--- src/rtl/ev_timer_pkg.sv ---
package ev_timer_pkg;

  typedef enum logic [1:0] {
    ADDR_CTRL = 2'd0,
    ADDR_PRE  = 2'd1,
    ADDR_MAIN = 2'd2,
    ADDR_MODE = 2'd3
  } regAddr_e;

  // Mode register bit positions
  localparam int MODE_OUT_EN = 0;
  localparam int MODE_FALL   = 1;
  localparam int MODE_PIN_B  = 2;
  localparam int MODE_GATE   = 3;
  localparam int MODE_INIT   = 4;
  localparam int MODE_W      = 5;

  // Control register bit positions
  localparam int CTRL_RUN  = 0;
  localparam int CTRL_STOP = 1;

  typedef struct packed {
    logic loadPre;
    logic loadMain;
    logic countEvt;
    logic setLevel;
    logic initLevel;
  } dpStrobes_t;

endpackage

--- src/rtl/ev_timer_ctrl.sv ---
module ev_timer_ctrl
  import ev_timer_pkg::*;
#(
  parameter int CNT_W       = 8,
  parameter int SYNC_STAGES = 2
) (
  input  logic             clk,
  input  logic             rstN,
  input  logic             regWe,
  input  logic [1:0]       regAddr,
  input  logic [CNT_W-1:0] regWdata,
  input  logic             evtPinA,
  input  logic             evtPinB,
  input  logic             gateOpen,
  input  logic [CNT_W-1:0] preCnt,
  input  logic [CNT_W-1:0] mainCnt,
  output dpStrobes_t       strobes,
  output logic             outEnable,
  output logic [CNT_W-1:0] regRdata
);

  localparam int SYNC_MSB = SYNC_STAGES - 1;

  logic [SYNC_MSB:0]  syncA, syncB;
  logic               prevLvl, selLvl, edgeHit, gateOk;
  logic               runFlag;
  logic [MODE_W-1:0]  modeReg;
  logic               wrCtrl, wrMode;

  assign wrCtrl = regWe && (regAddr == ADDR_CTRL);
  assign wrMode = regWe && (regAddr == ADDR_MODE);

  // Synchronizers for both event pins
  always_ff @(posedge clk) begin
    if (!rstN) begin
      syncA <= '0;
      syncB <= '0;
    end else begin
      syncA <= {syncA[SYNC_MSB-1:0], evtPinA};
      syncB <= {syncB[SYNC_MSB-1:0], evtPinB};
    end
  end

  assign selLvl = modeReg[MODE_PIN_B] ? syncB[SYNC_MSB] : syncA[SYNC_MSB];

  always_ff @(posedge clk) begin
    if (!rstN) prevLvl <= 1'b0;
    else       prevLvl <= selLvl;
  end

  assign edgeHit = modeReg[MODE_FALL] ? (prevLvl & ~selLvl) : (~prevLvl & selLvl);
  assign gateOk  = !modeReg[MODE_GATE] || gateOpen;

  // Run flag and mode register
  always_ff @(posedge clk) begin
    if (!rstN) begin
      runFlag <= 1'b0;
      modeReg <= '0;
    end else begin
      if (wrCtrl) runFlag <= regWdata[CTRL_STOP] ? 1'b0 : regWdata[CTRL_RUN];
      if (wrMode) modeReg <= regWdata[MODE_W-1:0];
    end
  end

  always_comb begin
    strobes           = '0;
    strobes.loadPre   = regWe && (regAddr == ADDR_PRE);
    strobes.loadMain  = regWe && (regAddr == ADDR_MAIN);
    strobes.countEvt  = edgeHit && runFlag && gateOk;
    strobes.setLevel  = wrMode;
    strobes.initLevel = regWdata[MODE_INIT];
  end

  assign outEnable = modeReg[MODE_OUT_EN];

  always_comb begin
    case (regAddr)
      ADDR_CTRL: regRdata = {{(CNT_W-1){1'b0}}, runFlag};
      ADDR_PRE:  regRdata = preCnt;
      ADDR_MAIN: regRdata = mainCnt;
      default:   regRdata = {{(CNT_W-MODE_W){1'b0}}, modeReg};
    endcase
  end

  // forced stop always leaves the run flag cleared
  assert_force_stop_R8: assert property (@(posedge clk) disable iff (!rstN)
    (wrCtrl && regWdata[CTRL_STOP]) |=> !runFlag);

  // a stopped timer leaves the prescaler unchanged unless software writes it
  assert_idle_hold_R3: assert property (@(posedge clk) disable iff (!rstN)
    (!runFlag && !(regWe && regAddr == ADDR_PRE)) |=> $stable(preCnt));

endmodule

--- src/rtl/ev_timer_dp.sv ---
module ev_timer_dp
  import ev_timer_pkg::*;
#(
  parameter int CNT_W = 8
) (
  input  logic             clk,
  input  logic             rstN,
  input  dpStrobes_t       strobes,
  input  logic [CNT_W-1:0] wdata,
  input  logic             outEnable,
  output logic [CNT_W-1:0] preCnt,
  output logic [CNT_W-1:0] mainCnt,
  output logic             irqPulse,
  output logic             pulseOut
);

  logic [CNT_W-1:0] preReload, mainReload;
  logic             outLvl;
  logic             stepOk, preZero, mainZero, underflow;

  // A register write in the same cycle wins over a count step
  assign stepOk    = strobes.countEvt && !strobes.loadPre && !strobes.loadMain;
  assign preZero   = (preCnt == '0);
  assign mainZero  = (mainCnt == '0);
  assign underflow = stepOk && preZero && mainZero;

  always_ff @(posedge clk) begin
    if (!rstN) begin
      preCnt     <= '0;
      mainCnt    <= '0;
      preReload  <= '0;
      mainReload <= '0;
      irqPulse   <= 1'b0;
    end else begin
      irqPulse <= underflow;
      if (strobes.loadPre) begin
        preReload <= wdata;
        preCnt    <= wdata;
      end
      if (strobes.loadMain) begin
        mainReload <= wdata;
        mainCnt    <= wdata;
      end
      if (stepOk) begin
        if (preZero) begin
          preCnt <= preReload;
          if (mainZero) mainCnt <= mainReload;
          else          mainCnt <= mainCnt - 1'b1;
        end else begin
          preCnt <= preCnt - 1'b1;
        end
      end
    end
  end

  always_ff @(posedge clk) begin
    if (!rstN)                 outLvl <= 1'b0;
    else if (strobes.setLevel) outLvl <= strobes.initLevel;
    else if (underflow)        outLvl <= ~outLvl;
  end

  assign pulseOut = outEnable & outLvl;

  // an interrupt coincides with both stages holding their reload values
  assert_irq_reload_R4: assert property (@(posedge clk) disable iff (!rstN)
    irqPulse |-> (mainCnt == mainReload && preCnt == preReload));

  // interrupt is a single-cycle pulse
  assert_irq_single_R4: assert property (@(posedge clk) disable iff (!rstN)
    irqPulse |=> !irqPulse);

  // a main-counter write lands in the live count
  assert_load_main_R2: assert property (@(posedge clk) disable iff (!rstN)
    strobes.loadMain |=> (mainCnt == $past(wdata)));

  // each underflow inverts the output level unless a mode write preset it
  assert_toggle_R9: assert property (@(posedge clk) disable iff (!rstN)
    (irqPulse && !$past(strobes.setLevel)) |-> (outLvl != $past(outLvl)));

endmodule

--- src/rtl/ev_timer.sv ---
module ev_timer
  import ev_timer_pkg::*;
#(
  parameter int CNT_W       = 8,
  parameter int SYNC_STAGES = 2
) (
  input  logic             clk,
  input  logic             rstN,
  input  logic             regWe,
  input  logic [1:0]       regAddr,
  input  logic [CNT_W-1:0] regWdata,
  output logic [CNT_W-1:0] regRdata,
  input  logic             evtPinA,
  input  logic             evtPinB,
  input  logic             gateOpen,
  output logic             irqPulse,
  output logic             pulseOut
);

  dpStrobes_t       strobes;
  logic             outEnable;
  logic [CNT_W-1:0] preCnt, mainCnt;

  ev_timer_ctrl #(.CNT_W(CNT_W), .SYNC_STAGES(SYNC_STAGES)) ctrl_i (
    .clk(clk), .rstN(rstN),
    .regWe(regWe), .regAddr(regAddr), .regWdata(regWdata),
    .evtPinA(evtPinA), .evtPinB(evtPinB), .gateOpen(gateOpen),
    .preCnt(preCnt), .mainCnt(mainCnt),
    .strobes(strobes), .outEnable(outEnable), .regRdata(regRdata)
  );

  ev_timer_dp #(.CNT_W(CNT_W)) dp_i (
    .clk(clk), .rstN(rstN),
    .strobes(strobes), .wdata(regWdata), .outEnable(outEnable),
    .preCnt(preCnt), .mainCnt(mainCnt),
    .irqPulse(irqPulse), .pulseOut(pulseOut)
  );

endmodule

--- config.mk ---
export PLATFORM = sky130hd
export DESIGN_NAME = ev_timer
export DESIGN_NICKNAME = d
export VERILOG_FILES = /design/src/rtl/ev_timer_pkg.sv /design/src/rtl/ev_timer_ctrl.sv /design/src/rtl/ev_timer_dp.sv /design/src/rtl/ev_timer.sv
export SDC_FILE = /design/constraint.sdc
export NUM_CORES = 1
export LEC_CHECK = 0
export ABC_AREA = 1
export CAP_MARGIN = 10
export CORE_ASPECT_RATIO = 1.5
export CORE_MARGIN = 2
export CORE_UTILIZATION = 28
export CTS_CLUSTER_SIZE = 10
export DETAILED_ROUTE_END_ITERATION = 8
export DONT_BUFFER_PORTS = 1
export GPL_ROUTABILITY_DRIVEN = 0
export REMOVE_ABC_BUFFERS = 1
export SYNTH_ARGS = -nofsm -noshare
export SYNTH_HDL_FRONTEND = slang
export SYNTH_SLANG_ARGS = --single-unit
--- constraint.sdc ---
create_clock -name clk -period 1.5 [get_ports clk]
set_input_delay 0.225 -clock clk [delete_from_list [all_inputs] [get_ports clk]]
set_output_delay 0.225 -clock clk [all_outputs]
set_load 0.01 [all_outputs]
* After elaboration in Yosys (flattened, before gate mapping)
Cells that the tools add are included.
** Word-level totals
- Bits in registers :: 45
- Bits of input ports :: 16
- Output and inout bits :: 10
- Word-level logic and storage cells :: 54
** Cells by class
- Add/subtract/negate cells :: 2
- Equal/unequal tests :: 3
- Multiplexer cells :: 13
- Bitwise logic cells :: 6
- Reductions and logical operators :: 19
** Operators with widths (count)
- $mux 8 :: 7
- $pmux 8 s3 :: 1
- $logic_not 8->1 :: 2
- $sub 8x1->8 const B :: 2
- $logic_and 1x1->1 :: 10
- $mux 1 :: 5
- $eq 2x2->1 const B :: 2
- $reduce_bool 2->1 :: 2
- $and 1x1->1 :: 3
- $logic_not 1->1 :: 3
- $not 1->1 :: 3
- $eq 2x1->1 const B :: 1
- $logic_not 2->1 :: 1
- $logic_or 1x1->1 :: 1

* Depth between registers and ports, before layout
Gate-level depths: netlist of the first run.
- Depth after elaboration :: 12
- Depth in mapped cells :: 12

* By module
Synthesis of the first run repeated with hierarchy kept, for this count alone.
** Second synthesis, totals
- Cells, all modules :: 379
- Area, all modules :: 2577.5 um2
** By module, submodules not included
- ev_timer_dp :: instances 1, cells an instance 268, area an instance 1901.8 um2
- ev_timer_ctrl :: instances 1, cells an instance 111, area an instance 675.6 um2

* Least setup slack after synthesis of the first run
No wires, ideal clock.
- Kind :: register -> register
- Start point :: reg dp_i.mainCnt[0]
- End point :: reg dp_i.outLvl
- Arrival :: 1.381 ns
- Setup slack :: 0.049 ns
- Cell stages (with the launch flop) :: 9
- Buffers on the path :: 0
- Period minus slack after synthesis :: 1.451 ns
- Cell sequence :: dfxtp_1 > inv_1 > ha_1 > nand3_1 > nor2_1 > nand4_1 > nand2_1 > nand2_1 > a21oi_1
** Between the ends
- Word-level cells in the longest chain between the ends :: 3
** RTL lines
- start, declared :: RTL line ev_timer_dp.sv:12 : output logic [CNT_W-1:0] mainCnt,
- start signal, assigned :: RTL line ev_timer_dp.sv:42 : mainCnt <= wdata;
- start signal, assigned :: RTL line ev_timer_dp.sv:47 : if (mainZero) mainCnt <= mainReload;
- start signal, assigned :: RTL line ev_timer_dp.sv:48 : else mainCnt <= mainCnt - 1'b1;
- $logic_not 8->1 :: RTL line ev_timer_dp.sv:24 : assign mainZero = (mainCnt == '0);
- $logic_and 1x1->1 :: RTL line ev_timer_dp.sv:25 : assign underflow = stepOk && preZero && mainZero;
- $reduce_bool 2->1 (no line)
- end signal, assigned :: RTL line ev_timer_dp.sv:58 : else if (strobes.setLevel) outLvl <= strobes.initLevel;
- end signal, assigned :: RTL line ev_timer_dp.sv:59 : else if (underflow) outLvl <= ~outLvl;
- end, declared :: RTL line ev_timer_dp.sv:18 : logic outLvl;
Every way passes these cells.
A chain may end at the register's enable or synchronous reset.

* Worst setup path after layout of the first run
- Start point :: reg dp_i.mainCnt[0]
- End point :: reg dp_i.mainCnt[2]
** Between the ends
- Word-level cells in the longest chain between the ends :: 4
- Elaborated cells between the ends (all ways) :: 5
- Classes of those cells :: add/sub: 1; mux: 3; reduce/logical: 1
** RTL lines
- $sub 8x1->8 or $logic_not 8->1 (tied branches) :: RTL line ev_timer_dp.sv:48, ev_timer_dp.sv:24
- $mux 8 (*) :: RTL line ev_timer_dp.sv:47
- $mux 8 (*) :: RTL line ev_timer_dp.sv:45 : if (preZero) begin
- $mux 8 (*) :: RTL line ev_timer_dp.sv:44 : if (stepOk) begin
Every way passes the cells marked *; elsewhere a longest branch is shown, timed or not.

==> summary.txt, run 1 <==
Synthesis
  – Library cells used by synthesis: 34
  – Post-synthesis sequential element count: 45
  – Area contributors post-synth: sky130_fd_sc_hd__dfxtp_1, sky130_fd_sc_hd__nand2_1, sky130_fd_sc_hd__a21oi_1, sky130_fd_sc_hd__inv_1, sky130_fd_sc_hd__o21ai_0
  – Post-synth top area share: 36.7%
  – Avg Cell Area, Syn: 6.52 um^2
  – Post-Synthesis Cell Area: approximately 2500 um^2
  – Most used flip-flop cell after synthesis: sky130_fd_sc_hd__dfxtp_1
  – Number of enable-type register cells in the synthesized netlist: 0
  – Library cell occupying the most area in the post-synthesis netlist: sky130_fd_sc_hd__dfxtp_1
  – Leading post-synthesis cells by instance count: sky130_fd_sc_hd__nand2_1, sky130_fd_sc_hd__dfxtp_1, sky130_fd_sc_hd__a21oi_1
  – Most frequently used cell type in the post-synthesis netlist: sky130_fd_sc_hd__nand2_1
  – Cells after synthesis: around 380
  – Total of warnings raised by yosys: 0
  – Async SR Flop Fraction: 0%
  – Sequential share of the synthesized area: 36.7%

Global routing
  – Antenna violations before repair: 0
  – GRT overflow: 0
  – Via count of the first global-routing pass: 2530
  – Overall routing resource usage: between 10% and 20%
  – Wire length of the first global-routing pass: roughly 12000 um
  – Pin count of the biggest net entering global routing: 30

Route
  – Vias per inst: ~5.0
  – Number of nets with antenna violations after routing: 0
  – Mean routed wirelength per cell: 14.4 um
  – Number of design rule violations left after detail routing: 0
  – Vias after detailed routing: 2572
  – Length of the first detailed-routing pass in iterations: 4
  – Final wirelength: 7460 um
  – Iteration-0 DRC Markers: 123

Hold path
  – Hold Path Class: in2reg
  – End point of the worst hold path: ctrl_i.syncB[1]
  – Start point of the worst hold path: rstN
  – Cell depth of the worst min-delay path: 2

Setup path
  – Reg2Reg Setup Slack: 0.06 ns
  – Setup crit end kind: flip-flop
  – Number of cells traversed by the worst register-to-register path: 7
  – Slowest stage cell on the critical path: sky130_fd_sc_hd__dfxtp_1
  – Total buffers and inverters traversed by the critical path: 2
  – Required @ worst endpoint: 1.73 ns
  – Cell family contributing the most delay on the critical path: compound AO/OA/AOI/OAI gates
  – Critical path class: reg2reg
  – CP peak stage delay: about 0.32 ns
  – Most used cell, CP: sky130_fd_sc_hd__a21oi_1
  – Cells along the critical path: inv_1, buf_4, ha_2, or2_2, a21oi_1, a21oi_1, a21oi_1
  – End of the worst register-to-register path: dp_i.mainCnt[2]
  – Startpoint kind of the worst setup timing path: flip-flop
  – Worst Path Arrival: 1.66 ns
  – Maximum net fanout on the critical path: 5
  – Critical register-to-register path startpoint: dp_i.mainCnt[0]

Power and ir drop
  – IR Drop Worst-Case VDD: 394 uV
  – Power per Cell Area: 1010 nW/um^2
  – Tot Pwr: approximately 0.0031 W
  – Leak pwr: 1.40 nW

Die
  – Initial standard-cell utilization of the core: approximately 29%
  – Die span in y: 119 um
  – Core region area: ~8500 um^2
  – Placement row count: 41
  – Width of the chip: around 80 um
  – Number of placed I/O pins: 26
  – Die Footprint: 9540 um^2

CTS
  – Source-to-sink clock delay at the later pin of the worst-skew pair: 0.29 ns
  – Clock tree from TritonCTS: yes
  – Clock slew at the register clock pins of the worst setup and hold paths: 0.06 ns
  – Deepest clock path buffer count: 2
  – Inserted Clock Buffers: 5
  – Clock sink count: 45
  – Number of buffers inserted by hold repair at cts: 0
  – H-Tree Level Count: 2
  – Root buffer cell: sky130_fd_sc_hd__clkbuf_16

Final layout
  – Growth of design area from synthesis to finish: 26.3%
  – Final Instance Area: 3100 um^2
  – Number of diodes added for antenna fixing: 0
  – Fraction of layout cells with a size suffix above 1: a little over 20%
  – Final Net Count: ~430
  – Count of filler cells inserted in the layout: 923
  – Filler-free cell count of the finished design: 517

Placement
  – Area of placed instances: between 2000 and 3000 um^2
  – Count of input and output buffers: 0
  – Cell total after placement: 503
  – Hpwl dp: ~5600 um

STA
  – Setup repair after global routing missed its margin: true
  – Worst slew margin relative to its limit: 70.1%
  – Total count of max-transition violations in the final report: 0
  – Final Hold Fails: 0
  – Post-Route Skew: 0.00493 ns
  – Highest clock rate: approximately 0.7 GHz
  – Crit share post-route: ~96%
  – Measured slew at the worst slew-check pin: ~0.46 ns
  – Post-layout minimum cycle time: 1.44 ns
  – Total setup violations reported at the end of the flow: 0

Run status
  – Run status: finished clean

Flow run
  – Max-Cap Viols: 0
placed cells by master, fill, tap and decap left out, types with 2 or more instances in the layout:
master                      count
sky130_fd_sc_hd__xor2_1         2
sky130_fd_sc_hd__buf_4         28
sky130_fd_sc_hd__clkbuf_16      5
sky130_fd_sc_hd__dfxtp_2        2
sky130_fd_sc_hd__nor2_2         5
sky130_fd_sc_hd__nand2_4        2
sky130_fd_sc_hd__o21ai_0       16
sky130_fd_sc_hd__nand2_1      123
sky130_fd_sc_hd__nand3_1       11
sky130_fd_sc_hd__buf_6          3
sky130_fd_sc_hd__a21oi_2        3
sky130_fd_sc_hd__a21oi_1       37
sky130_fd_sc_hd__o21ai_1       13
sky130_fd_sc_hd__nand3_2        4
sky130_fd_sc_hd__o22ai_1        4
sky130_fd_sc_hd__inv_2          8
sky130_fd_sc_hd__nand2_2        5
sky130_fd_sc_hd__nand4_1        7
sky130_fd_sc_hd__nor3_1         2
sky130_fd_sc_hd__inv_1         36
sky130_fd_sc_hd__dfxtp_1       43
sky130_fd_sc_hd__ha_1           3
sky130_fd_sc_hd__nor2_1        20
sky130_fd_sc_hd__inv_4          2
sky130_fd_sc_hd__o221ai_1       2
sky130_fd_sc_hd__nor2_4         5
final cells by class:
type	count	area, um^2	area share [%]
Clock inverter	1	30.0	0.969
Inverter	46	178	5.74
Multi-Input combinational cell	278	1440	46.5
Clock buffer	7	143	4.60
Sequential cell	45	903	29.2
Timing Repair Buffer	33	269	8.68
Tap cell	107	134	4.32
sequential cells by signal, indices dropped and copies added, names as in the netlist:
signal	count
ctrl_i.runFlag	1
ctrl_i.syncA	2
ctrl_i.modeReg	5
ctrl_i.syncB	2
dp_i.mainReload	8
dp_i.mainCnt	8
dp_i.preCnt	8
dp_i.outLvl	1
dp_i.preReload	8
ctrl_i.prevLvl	1
dp_i.irqPulse	1
report_power, final:
group          internal, W  switching, W  leakage (nW)
logic             0.000218      0.000349         0.949
clock network     0.000832      0.000458        0.0841
registers          0.00124     0.0000281         0.367
total              0.00229      0.000835          1.40
worst max-delay path by stage:
stage,from,endpoint,slack (ns),cells past startpoint
after floorplan,dp_i.preCnt[0],dp_i.mainCnt[5],-0.11,9
after global placement,ctrl_i.runFlag,dp_i.mainCnt[5],0.01,8
final,dp_i.mainCnt[0],dp_i.mainCnt[2],0.06,7
after CTS,ctrl_i.modeReg[2],dp_i.preCnt[1],0.01,11
after global routing,dp_i.mainCnt[0],dp_i.mainCnt[1],-0.04,9
after detailed placement,ctrl_i.runFlag,dp_i.mainCnt[5],-0.001,8
worst reg2reg max path: stages (launching register included):
cell and delay, ns:
sky130_fd_sc_hd__dfxtp_1 0.32, sky130_fd_sc_hd__inv_1 0.06, sky130_fd_sc_hd__buf_4 0.15, sky130_fd_sc_hd__ha_2 0.21, sky130_fd_sc_hd__or2_2 0.30, sky130_fd_sc_hd__a21oi_1 0.16
sky130_fd_sc_hd__a21oi_1 0.05, sky130_fd_sc_hd__a21oi_1 0.13
timing repair:
item,4_1_cts,5_1_grt
buffers inserted,0,4
pin swaps,1,9
endpoints found under the hold margin,0,0
setup endpoints to repair,2,17
cloned,1,1
resized for setup,1,38
metrics by stage:
step | hold WS, ns | utilization [%] | setup TNS, ns | worst slack, ns
finish | 0.0284 | 36.6 | 0 | 0.0645
global route | 0.0303 | 36.6 | -0.107 | -0.0380
CTS | 0.0297 | 34.8 | 0 | 0.0102
detailed placement | 0.327 | 32.6 | -0.000985 | -0.000985
global placement | 0.320 | 32.6 | 0 | 0.0141
floorplan | 0.318 | - | -0.415 | -0.108
logic make-up after synthesis:
logic type	after synthesis	share of synthesized area, %
adders and majority gates	4	2.04
xor gates and xnor gates	3	1.07
and+or+nand+nor	188	33.5
AOI/OAI and AO/OA	82	17.9
buffers and inverters	54	8.78
DFF	45	36.7
per-layer routing:
metal | wire (um) | track usage (%) | part of all wire, % | up-vias
met5 | 0 | 0 | 0 | -
met4 | 233 | 5.93 | 3.1 | 0
met3 | 221 | 2.21 | 3.0 | 19
met2 | 4270 | 32.6 | 57 | 45
met1 | 2740 | 15.9 | 37 | 1225
li1 | - | - | - | 1283
No activity file was read; power rests on OpenSTA's default activity.
==> inputs of run 2 (changes only) <==
--- a/config.mk
+++ b/config.mk
@@ -5,7 +5,6 @@
 export SDC_FILE = /design/constraint.sdc
 export NUM_CORES = 1
 export LEC_CHECK = 0
-export ABC_AREA = 1
 export CAP_MARGIN = 10
 export CORE_ASPECT_RATIO = 1.5
 export CORE_MARGIN = 2
@@ -17,4 +16,6 @@
 export REMOVE_ABC_BUFFERS = 1
 export SYNTH_ARGS = -nofsm -noshare
 export SYNTH_HDL_FRONTEND = slang
+export SYNTH_HIERARCHICAL = 1
 export SYNTH_SLANG_ARGS = --single-unit
+export TNS_END_PERCENT = 30
==> run 2 against run 1 <==
  * The flow now finishes with violations (negative setup slack)
  * Die area is 0.15% higher
  * Global-route usage down 0.42 points
  * Sequential cell count unchanged
  * Combinational power shrank 12%
  * Sequential power about the same
  * Final area is 2.2% higher
  * First-iteration DRC count grew 13%
  * Highest routed layer unchanged
  * Total power down 8.1%
  * Worst hold slack improved by 0.029 ns
==> summary.txt, run 2 <==
Run status
  – Run status: finished, violations left
  – Violated checks: negative setup slack

Setup path
  – Maximum net fanout on the critical path: 6 (+1)
  – Startpoint kind of the worst setup timing path: flip-flop
  – Cells along the critical path: mux2i_1, or3_1, a21oi_2, nor3b_4, buf_6, nand3_4, or3_1, a31oi_1
  – Setup crit end kind: flip-flop
  – Slowest stage cell on the critical path: sky130_fd_sc_hd__or3_1
  – Required @ worst endpoint: 1.72 ns (about the same)
  – Worst Path Arrival: 2.05 ns (+0.39 ns)
  – Most used cell, CP: sky130_fd_sc_hd__or3_1
  – CP peak stage delay: 0.33 ns (about the same)
  – Critical path class: reg2reg

Placement
  – Cell total after placement: 415 (-17%)
  – Count of input and output buffers: 0 (unchanged)
  – Area of placed instances: 2930 um^2 (+6.2%)
  – Hpwl dp: 5280 um (-5.9%)

Synthesis
  – Post-synth top area share: 36.7% (-0.056 points)
  – Most used flip-flop cell after synthesis: sky130_fd_sc_hd__dfxtp_1
  – Leading post-synthesis cells by instance count: sky130_fd_sc_hd__dfxtp_1, sky130_fd_sc_hd__mux2i_1, sky130_fd_sc_hd__nor2_1
  – Library cells used by synthesis: 54 (+59%)
  – Async SR Flop Fraction: 0% (unchanged)
  – Area contributors post-synth: sky130_fd_sc_hd__dfxtp_1, sky130_fd_sc_hd__mux2i_1, sky130_fd_sc_hd__mux2_2, sky130_fd_sc_hd__o21ai_0, sky130_fd_sc_hd__nor2_1
  – Cells after synthesis: 268 (-29%)
  – Post-Synthesis Cell Area: 2460 um^2 (+0.15%)
  – Total of warnings raised by yosys: 6 (+6)
  – Number of enable-type register cells in the synthesized netlist: 0 (unchanged)
  – Most frequently used cell type in the post-synthesis netlist: sky130_fd_sc_hd__dfxtp_1
  – Sequential share of the synthesized area: 36.7% (-0.056 points)
  – Library cell occupying the most area in the post-synthesis netlist: sky130_fd_sc_hd__dfxtp_1
  – Post-synthesis sequential element count: 45 (unchanged)
  – Avg Cell Area, Syn: 9.16 um^2 (+41%)

Hold path
  – Hold Path Class: in2reg

Power and ir drop
  – Fraction of power consumed by sequential logic: 43.9% (+3.3 points)
  – Internal power contribution: 0.00215 W (-6.3%)
  – Combinational share of power: 17.4% (-0.7 points)
  – Tot Pwr: 0.00287 W (-8.1%)
  – IR Drop Worst-Case VDD: 399 uV (+1.4%)
  – Power per Cell Area: 908 nW/um^2 (-10%)
  – Sw power: 0.000726 W (-13%)
  – Switching share of total power: 25.3% (-1.4 points)
  – Clock group share of total power: 38.6% (-2.7 points)
  – Leak pwr: 1.31 nW (-6.3%)

Final layout
  – Commonest cells after routing, fill and taps aside: sky130_fd_sc_hd__buf_4, sky130_fd_sc_hd__dfxtp_1, sky130_fd_sc_hd__mux2i_1, sky130_fd_sc_hd__nor2_1
  – Fraction of layout cells with a size suffix above 1: 31.1% (+11 points)
  – Final Instance Area: 3170 um^2 (+2.2%)
  – Count of filler cells inserted in the layout: 845 (-8.5%)
  – Growth of design area from synthesis to finish: 28.9%
  – Number of diodes added for antenna fixing: 0 (unchanged)
  – Sequential cell area: 902 um^2 (-0.14%)
  – Most common cell after layout, fill and taps aside: sky130_fd_sc_hd__buf_4
  – Final Net Count: 338 (-21%)
  – Multi-input logic area: 1490 um^2 (+3.5%)
  – Filler-free cell count of the finished design: 425 (-18%)
  – Final core utilization: 37.4% (+0.80 points)

Die
  – Placement row count: 41 (unchanged)
  – Die span in y: 119 um (about the same)
  – Initial standard-cell utilization of the core: 29.0% (+0.044 points)
  – Width of the chip: 80.5 um (about the same)
  – Core region area: 8460 um^2 (unchanged)
  – Number of placed I/O pins: 26 (unchanged)
  – Die Footprint: 9550 um^2 (+0.15%)

Global routing
  – Overall routing resource usage: 15.8% (-0.42 points)
  – Wire length of the first global-routing pass: 11500 um (-4.7%)
  – Antenna violations before repair: 0 (unchanged)
  – Via count of the first global-routing pass: 2211 (-13%)
  – GRT overflow: 0 (unchanged)
  – Pin count of the biggest net entering global routing: 29 (-3.3%)

STA
  – Crit share post-route: 122% (+26 points)
  – Hold Worst Slack: 0.0577 ns (+0.0293 ns)
  – Post-Route Skew: 0.00546 ns (+0.000522 ns)
  – Setup repair after global routing missed its margin: true
  – Post-layout minimum cycle time: 1.83 ns (+0.394 ns)
  – Highest clock rate: 0.547 GHz (-22%)
  – Total setup violations reported at the end of the flow: 22 (+22)
  – Measured slew at the worst slew-check pin: 0.389 ns (-0.0675 ns)
  – Worst slew margin relative to its limit: 73.8% (+3.7 points)
  – Total count of max-transition violations in the final report: 0 (unchanged)
  – Final Hold Fails: 0 (unchanged)
  – Final critical-path setup slack: -0.330 ns (-0.394 ns)

CTS
  – Clock slew at the register clock pins of the worst setup and hold paths: 0.06 ns (about the same)
  – Clock sink count: 45 (unchanged)
  – Clock tree from TritonCTS: yes
  – Root buffer cell: sky130_fd_sc_hd__clkbuf_16
  – Source-to-sink clock delay at the later pin of the worst-skew pair: 0.29 ns (about the same)
  – H-Tree Level Count: 2 (unchanged)
  – Deepest clock path buffer count: 2 (unchanged)
  – Inserted Clock Buffers: 5 (unchanged)

Route
  – Number of nets with antenna violations after routing: 0 (unchanged)
  – Mean routed wirelength per cell: 16.6 um (+15%)
  – Number of design rule violations left after detail routing: 0 (unchanged)
  – Iteration-0 DRC Markers: 139 (+13%)
  – Vias after detailed routing: 2188 (-15%)
  – Vias per inst: 5.15 (+3.5%)
  – Length of the first detailed-routing pass in iterations: 4 (unchanged)
  – Final wirelength: 7070 um (-5.2%)

Flow run
  – Max-Cap Viols: 0 (unchanged)
==> run 2: cell families after synthesis <==
family                   Yosys count  share of synthesized area (%)
AND/OR/NAND/NOR                   90                           22.5
AO/OA/AOI/OAI                     62                           16.5
flip-flops                        45                           36.7
multiplexers                      36                           15.8
buffers and inverters             27                           5.04
XOR/XNOR                           4                           1.43
adder cells (fa/ha/maj)            4                           2.04
==> run 2: power by group through the flow <==
stage          registers, W  logic (W)  clock network (W)
5_1_grt             0.00127   0.000548            0.00118
3_5_place_dp        0.00129   0.000484                  0
3_3_place_gp        0.00129   0.000483                  0
2_1_floorplan       0.00129   0.000282                  0
4_1_cts             0.00126   0.000504            0.00113
6_report            0.00126   0.000501            0.00111
==> run 2: area by class of cell <==
class / instances / share of cell area (%)
well taps: 107 / 4.23
clock buffers: 7 / 4.51
multi-input cells: 196 / 47.1
inverters: 11 / 1.30
repair buffers: 59 / 14.3
flip-flops and latches: 45 / 28.5
==> run 2: worst paths after layout <==
check	startpoint	to	slack, ns	depth (start not counted)
max	ctrl_i/modeReg[2]	dp_i/outLvl	-0.33	8
min	rstN	dp_i/preCnt[1]	0.06	1
max reg2reg	ctrl_i/modeReg[2]	dp_i/outLvl	-0.33	8
min reg2reg	ctrl_i/syncA[0]	ctrl_i/syncA[1]	0.43	1
==> run 2: layer usage <==
metal	wire length, um	share of wire (%)	track usage, %
met1	2810	40	17.3
met2	3870	55	28.8
met3	221	3.1	2.67
met4	174	2.5	7.10
met5	0	0	0
==> run 2: repair_timing <==
| item | CTS | global route |
|---|---|---|
| hold buffers | 0 | 0 |
| pin swaps | 14 | 1 |
| setup buffers | 2 | 2 |
| gates cloned | 0 | 0 |
| resized for setup | 18 | 4 |
| setup endpoints to repair | 22 | 23 |
==> run 2: per-stage QoR <==
step           setup TNS (ns)  setup slack (ns)
2_1_floorplan           -6.74            -0.444
3_3_place_gp            -6.73            -0.432
3_5_place_dp            -7.08            -0.473
4_1_cts                 -5.10            -0.313
5_1_grt                 -7.12            -0.429
6_report                -5.00            -0.330
==> run 2: worst max-delay path, delay by kind of cell, from the launching register on <==
kind                   cells  cell delay (ns)
and+or+nand+nor            4             0.91
DFF                        1             0.32
muxes                      1             0.13
buffers and inverters      1             0.15
AOI/OAI and AO/OA          2             0.25
==> inputs of run 3 (changes only) <==
--- a/config.mk
+++ b/config.mk
@@ -16,6 +16,5 @@
 export REMOVE_ABC_BUFFERS = 1
 export SYNTH_ARGS = -nofsm -noshare
 export SYNTH_HDL_FRONTEND = slang
-export SYNTH_HIERARCHICAL = 1
 export SYNTH_SLANG_ARGS = --single-unit
 export TNS_END_PERCENT = 30
==> run 3 against run 2 <==
  * The flow still finishes with violations (negative setup slack)
  * Critical endpoint is now dp_i.outLvl
  * Area after synthesis is 0.71% lower
  * Largest cell class unchanged
  * Worst setup slack worse by 0.11 ns
  * Die area is 0.68% lower
  * Final area is 3.1% higher
  * Critical path type unchanged
  * Utilization is 1.2 points higher
==> summary.txt, run 3 <==
Synthesis
  – Number of enable-type register cells in the synthesized netlist: 0 (unchanged)
  – Basic-gate share of the synthesized area counting and, or, nand and nor cells: 24.3% (+1.8 points)
  – Async SR Flop Fraction: 0% (unchanged)
  – Area contributors post-synth: sky130_fd_sc_hd__dfxtp_1, sky130_fd_sc_hd__nand2_1, sky130_fd_sc_hd__a21oi_1, sky130_fd_sc_hd__mux2i_1, sky130_fd_sc_hd__nor2_1
  – Avg Cell Area, Syn: 8.35 um^2 (-8.9%)
  – Xor and xnor area share after synthesis: 3.23% (+1.8 points)
  – Library cells used by synthesis: 53 (-1.9%)
  – Sequential share of the synthesized area: 36.9% (+0.26 points)
  – Most used flip-flop cell after synthesis: sky130_fd_sc_hd__dfxtp_1
  – Adder and majority gate portion of the synthesized area: 2.05% (+0.015 points)
  – Leading post-synthesis cells by instance count: sky130_fd_sc_hd__nand2_1, sky130_fd_sc_hd__dfxtp_1, sky130_fd_sc_hd__a21oi_1
  – Post-synthesis sequential element count: 45 (unchanged)
  – Library cell occupying the most area in the post-synthesis netlist: sky130_fd_sc_hd__dfxtp_1
  – Proportion of synthesized area in mux cells: 6.62% (-9.2 points)
  – Synthesized-area fraction occupied by ao, oa, aoi and oai cells: 21.1% (+4.7 points)
  – Post-synth top area share: 36.9% (+0.26 points)
  – Cells after synthesis: 292 (+9.0%)
  – Post-Synthesis Cell Area: 2440 um^2 (-0.71%)
  – Combinational family with the most area after synthesis: simple AND/OR/NAND/NOR gates
  – Total of warnings raised by yosys: 0 (-6)
  – Most frequently used cell type in the post-synthesis netlist: sky130_fd_sc_hd__nand2_1

STA
  – Total count of max-transition violations in the final report: 0 (unchanged)
  – Highest clock rate: 0.514 GHz (-5.9%)
  – Crit share post-route: 130% (+7.6 points)
  – Post-layout minimum cycle time: 1.94 ns (+0.115 ns)
  – Setup repair after global routing missed its margin: true
  – Hold Worst Slack: 0.0365 ns (-0.0212 ns)
  – Total setup violations reported at the end of the flow: 19 (-14%)
  – Final critical-path setup slack: -0.444 ns (-0.115 ns)
  – Measured slew at the worst slew-check pin: 0.575 ns (+0.186 ns)
  – Post-Route Skew: 0.00458 ns (-0.000877 ns)
  – Worst slew margin relative to its limit: 61.5% (-12 points)
  – Final Hold Fails: 0 (unchanged)

Route
  – Number of design rule violations left after detail routing: 0 (unchanged)
  – Final wirelength: 7170 um (+1.3%)
  – Iteration-0 DRC Markers: 117 (-16%)
  – Number of nets with antenna violations after routing: 0 (unchanged)
  – Mean routed wirelength per cell: 16.0 um (-4.1%)
  – Vias after detailed routing: 2251 (+2.9%)
  – Length of the first detailed-routing pass in iterations: 4 (unchanged)
  – Vias per inst: 5.01 (-2.6%)

CTS
  – Inserted Clock Buffers: 5 (unchanged)
  – Clock tree from TritonCTS: yes
  – Clock slew at the register clock pins of the worst setup and hold paths: 0.06 ns (about the same)
  – Source-to-sink clock delay at the later pin of the worst-skew pair: 0.29 ns (about the same)
  – Number of buffers inserted by hold repair at cts: 0 (unchanged)
  – Deepest clock path buffer count: 2 (unchanged)
  – Clock sink count: 45 (unchanged)
  – H-Tree Level Count: 2 (unchanged)
  – Root buffer cell: sky130_fd_sc_hd__clkbuf_16

Final layout
  – Final Net Count: 361 (+6.8%)
  – Sequential cell area: 908 um^2 (+0.69%)
  – Filler-free cell count of the finished design: 449 (+5.6%)
  – Growth of design area from synthesis to finish: 33.9%
  – Fraction of layout cells with a size suffix above 1: 34.2% (+3.1 points)
  – Count of filler cells inserted in the layout: 862 (+2.0%)
  – Most common cell after layout, fill and taps aside: sky130_fd_sc_hd__nand2_1
  – Multi-input logic area: 1520 um^2 (+1.6%)
  – Commonest cells after routing, fill and taps aside: sky130_fd_sc_hd__nand2_1, sky130_fd_sc_hd__buf_4, sky130_fd_sc_hd__dfxtp_1, sky130_fd_sc_hd__a21oi_1, sky130_fd_sc_hd__nor2_1
  – Number of diodes added for antenna fixing: 0 (unchanged)

Hold path
  – Cell depth of the worst min-delay path: 2 (+1)
  – Start point of the worst hold path: rstN
  – End point of the worst hold path: dp_i.mainCnt[5]
  – Hold Path Class: in2reg

Global routing
  – Overall routing resource usage: 15.7% (-0.099 points)
  – Pin count of the biggest net entering global routing: 19 (-34%)
  – Via count of the first global-routing pass: 2354 (+6.5%)
  – Antenna violations before repair: 0 (unchanged)
  – Wire length of the first global-routing pass: 11500 um (-0.24%)
  – GRT overflow: 0 (unchanged)

Placement
  – DP Worst Slack: -0.593 ns (-0.120 ns)
  – Count of input and output buffers: 0 (unchanged)
  – Cell total after placement: 433 (+4.3%)
  – Hpwl dp: 5460 um (+3.3%)

Setup path
  – Required @ worst endpoint: 1.66 ns (-0.06 ns)
  – Number of cells traversed by the worst register-to-register path: 6 (-2)
  – Worst Path Arrival: 2.11 ns (+0.06 ns)
  – Maximum net fanout on the critical path: 6 (unchanged)
  – Critical register-to-register path startpoint: dp_i.preCnt[3]
  – Setup crit end kind: flip-flop
  – Startpoint kind of the worst setup timing path: flip-flop
  – Reg2Reg Setup Slack: -0.44 ns (-0.11 ns)
  – Critical path class: reg2reg
  – End of the worst register-to-register path: dp_i.outLvl

Run status
  – Run status: finished, violations left
  – Violated checks: negative setup slack

Power and ir drop
  – IR Drop Worst-Case VDD: 414 uV (+3.7%)
  – Power per Cell Area: 928 nW/um^2 (+2.2%)
  – Leak pwr: 1.30 nW (-0.98%)

Die
  – Number of placed I/O pins: 26 (unchanged)
  – Initial standard-cell utilization of the core: 28.8% (-0.21 points)
  – Die span in y: 118 um (-0.35%)
  – Core region area: 8460 um^2 (unchanged)
  – Width of the chip: 80.2 um (-0.34%)
  – Die Footprint: 9490 um^2 (-0.68%)
  – Placement row count: 41 (unchanged)

Flow run
  – Max-Cap Viols: 0 (unchanged)
## run 3: changes by cell type after synthesis, sizes merged, moves of 6 or more
cell   delta
mux2      -6
nand2    +45
nand3     -6
mux2i    -16
a21oi    +16
a22oi     -6
o21ai     -9
## run 3: final cells by class
| type | instances | share of cell area (%) |
|---|---|---|
| timing repair buffer | 62 | 16.0 |
| clock inverter | 1 | 0.153 |
| multi-input combinational | 220 | 46.4 |
| inverter | 7 | 0.805 |
| tap | 107 | 4.10 |
| clock buffer | 7 | 4.68 |
| sequential | 45 | 27.8 |
## run 3: worst max path at each step
stage | from | endpoint | slack, ns
finish | dp_i.preCnt[3] | dp_i.outLvl | -0.44
global route | dp_i.preCnt[3] | dp_i.outLvl | -0.52
CTS | dp_i.mainCnt[5] | dp_i.outLvl | -0.48
detailed placement | dp_i.preCnt[0] | dp_i.preCnt[3] | -0.59
global placement | dp_i.preCnt[0] | dp_i.preCnt[3] | -0.55
floorplan | dp_i.preCnt[0] | dp_i.mainCnt[3] | -0.73
## run 3: through the flow
step / TNS [ns] / instance area, um^2 / utilization [%] / total power, W
2_1_floorplan: -10.22 / 2330 / - / 0.00158
3_3_place_gp: -8.03 / 2880 / 34.0 / 0.00177
3_5_place_dp: -8.51 / 2880 / 34.0 / 0.00178
4_1_cts: -6.24 / 3090 / 36.5 / 0.00299
5_1_grt: -7.51 / 3260 / 38.6 / 0.00316
6_report: -6.03 / 3260 / 38.6 / 0.00303
## run 3: what timing repair did
item	in CTS	in global routing
setup endpoints to repair	20	22
endpoints found under the hold margin	0	0
setup buffers	2	6
gates resized for setup	18	37
pin swaps	11	15
## run 3: power by group
part	total [W]	internal (W)	switching [W]	leakage (nW)
clock	0.00116	0.000705	0.000459	0.0799
combinational	0.000604	0.000301	0.000303	0.851
sequential	0.00126	0.00124	0.0000243	0.369
## run 3: layer usage
layer	GRT usage (%)	vias up	wire length, um
met5	0	-	0
met4	8.47	0	307
met3	3.59	19	318
met2	29.2	45	4000
met1	15.5	1070	2540
li1	-	1117	-
## run 3: logic make-up after synthesis
family / count (synthesis)
fa+ha+maj: 4
flops: 45
buf+inv: 27
mux: 14
compound gates: 74
xor+xnor: 9
simple gates: 119
## run 3: critical path: stages (launching register included)
cell                      delay (ns)
sky130_fd_sc_hd__dfxtp_2        0.32
sky130_fd_sc_hd__or4_4          0.54
sky130_fd_sc_hd__or2_4          0.31
sky130_fd_sc_hd__buf_6          0.13
sky130_fd_sc_hd__nor4_4         0.28
sky130_fd_sc_hd__xnor2_1        0.15
sky130_fd_sc_hd__a21oi_1        0.08
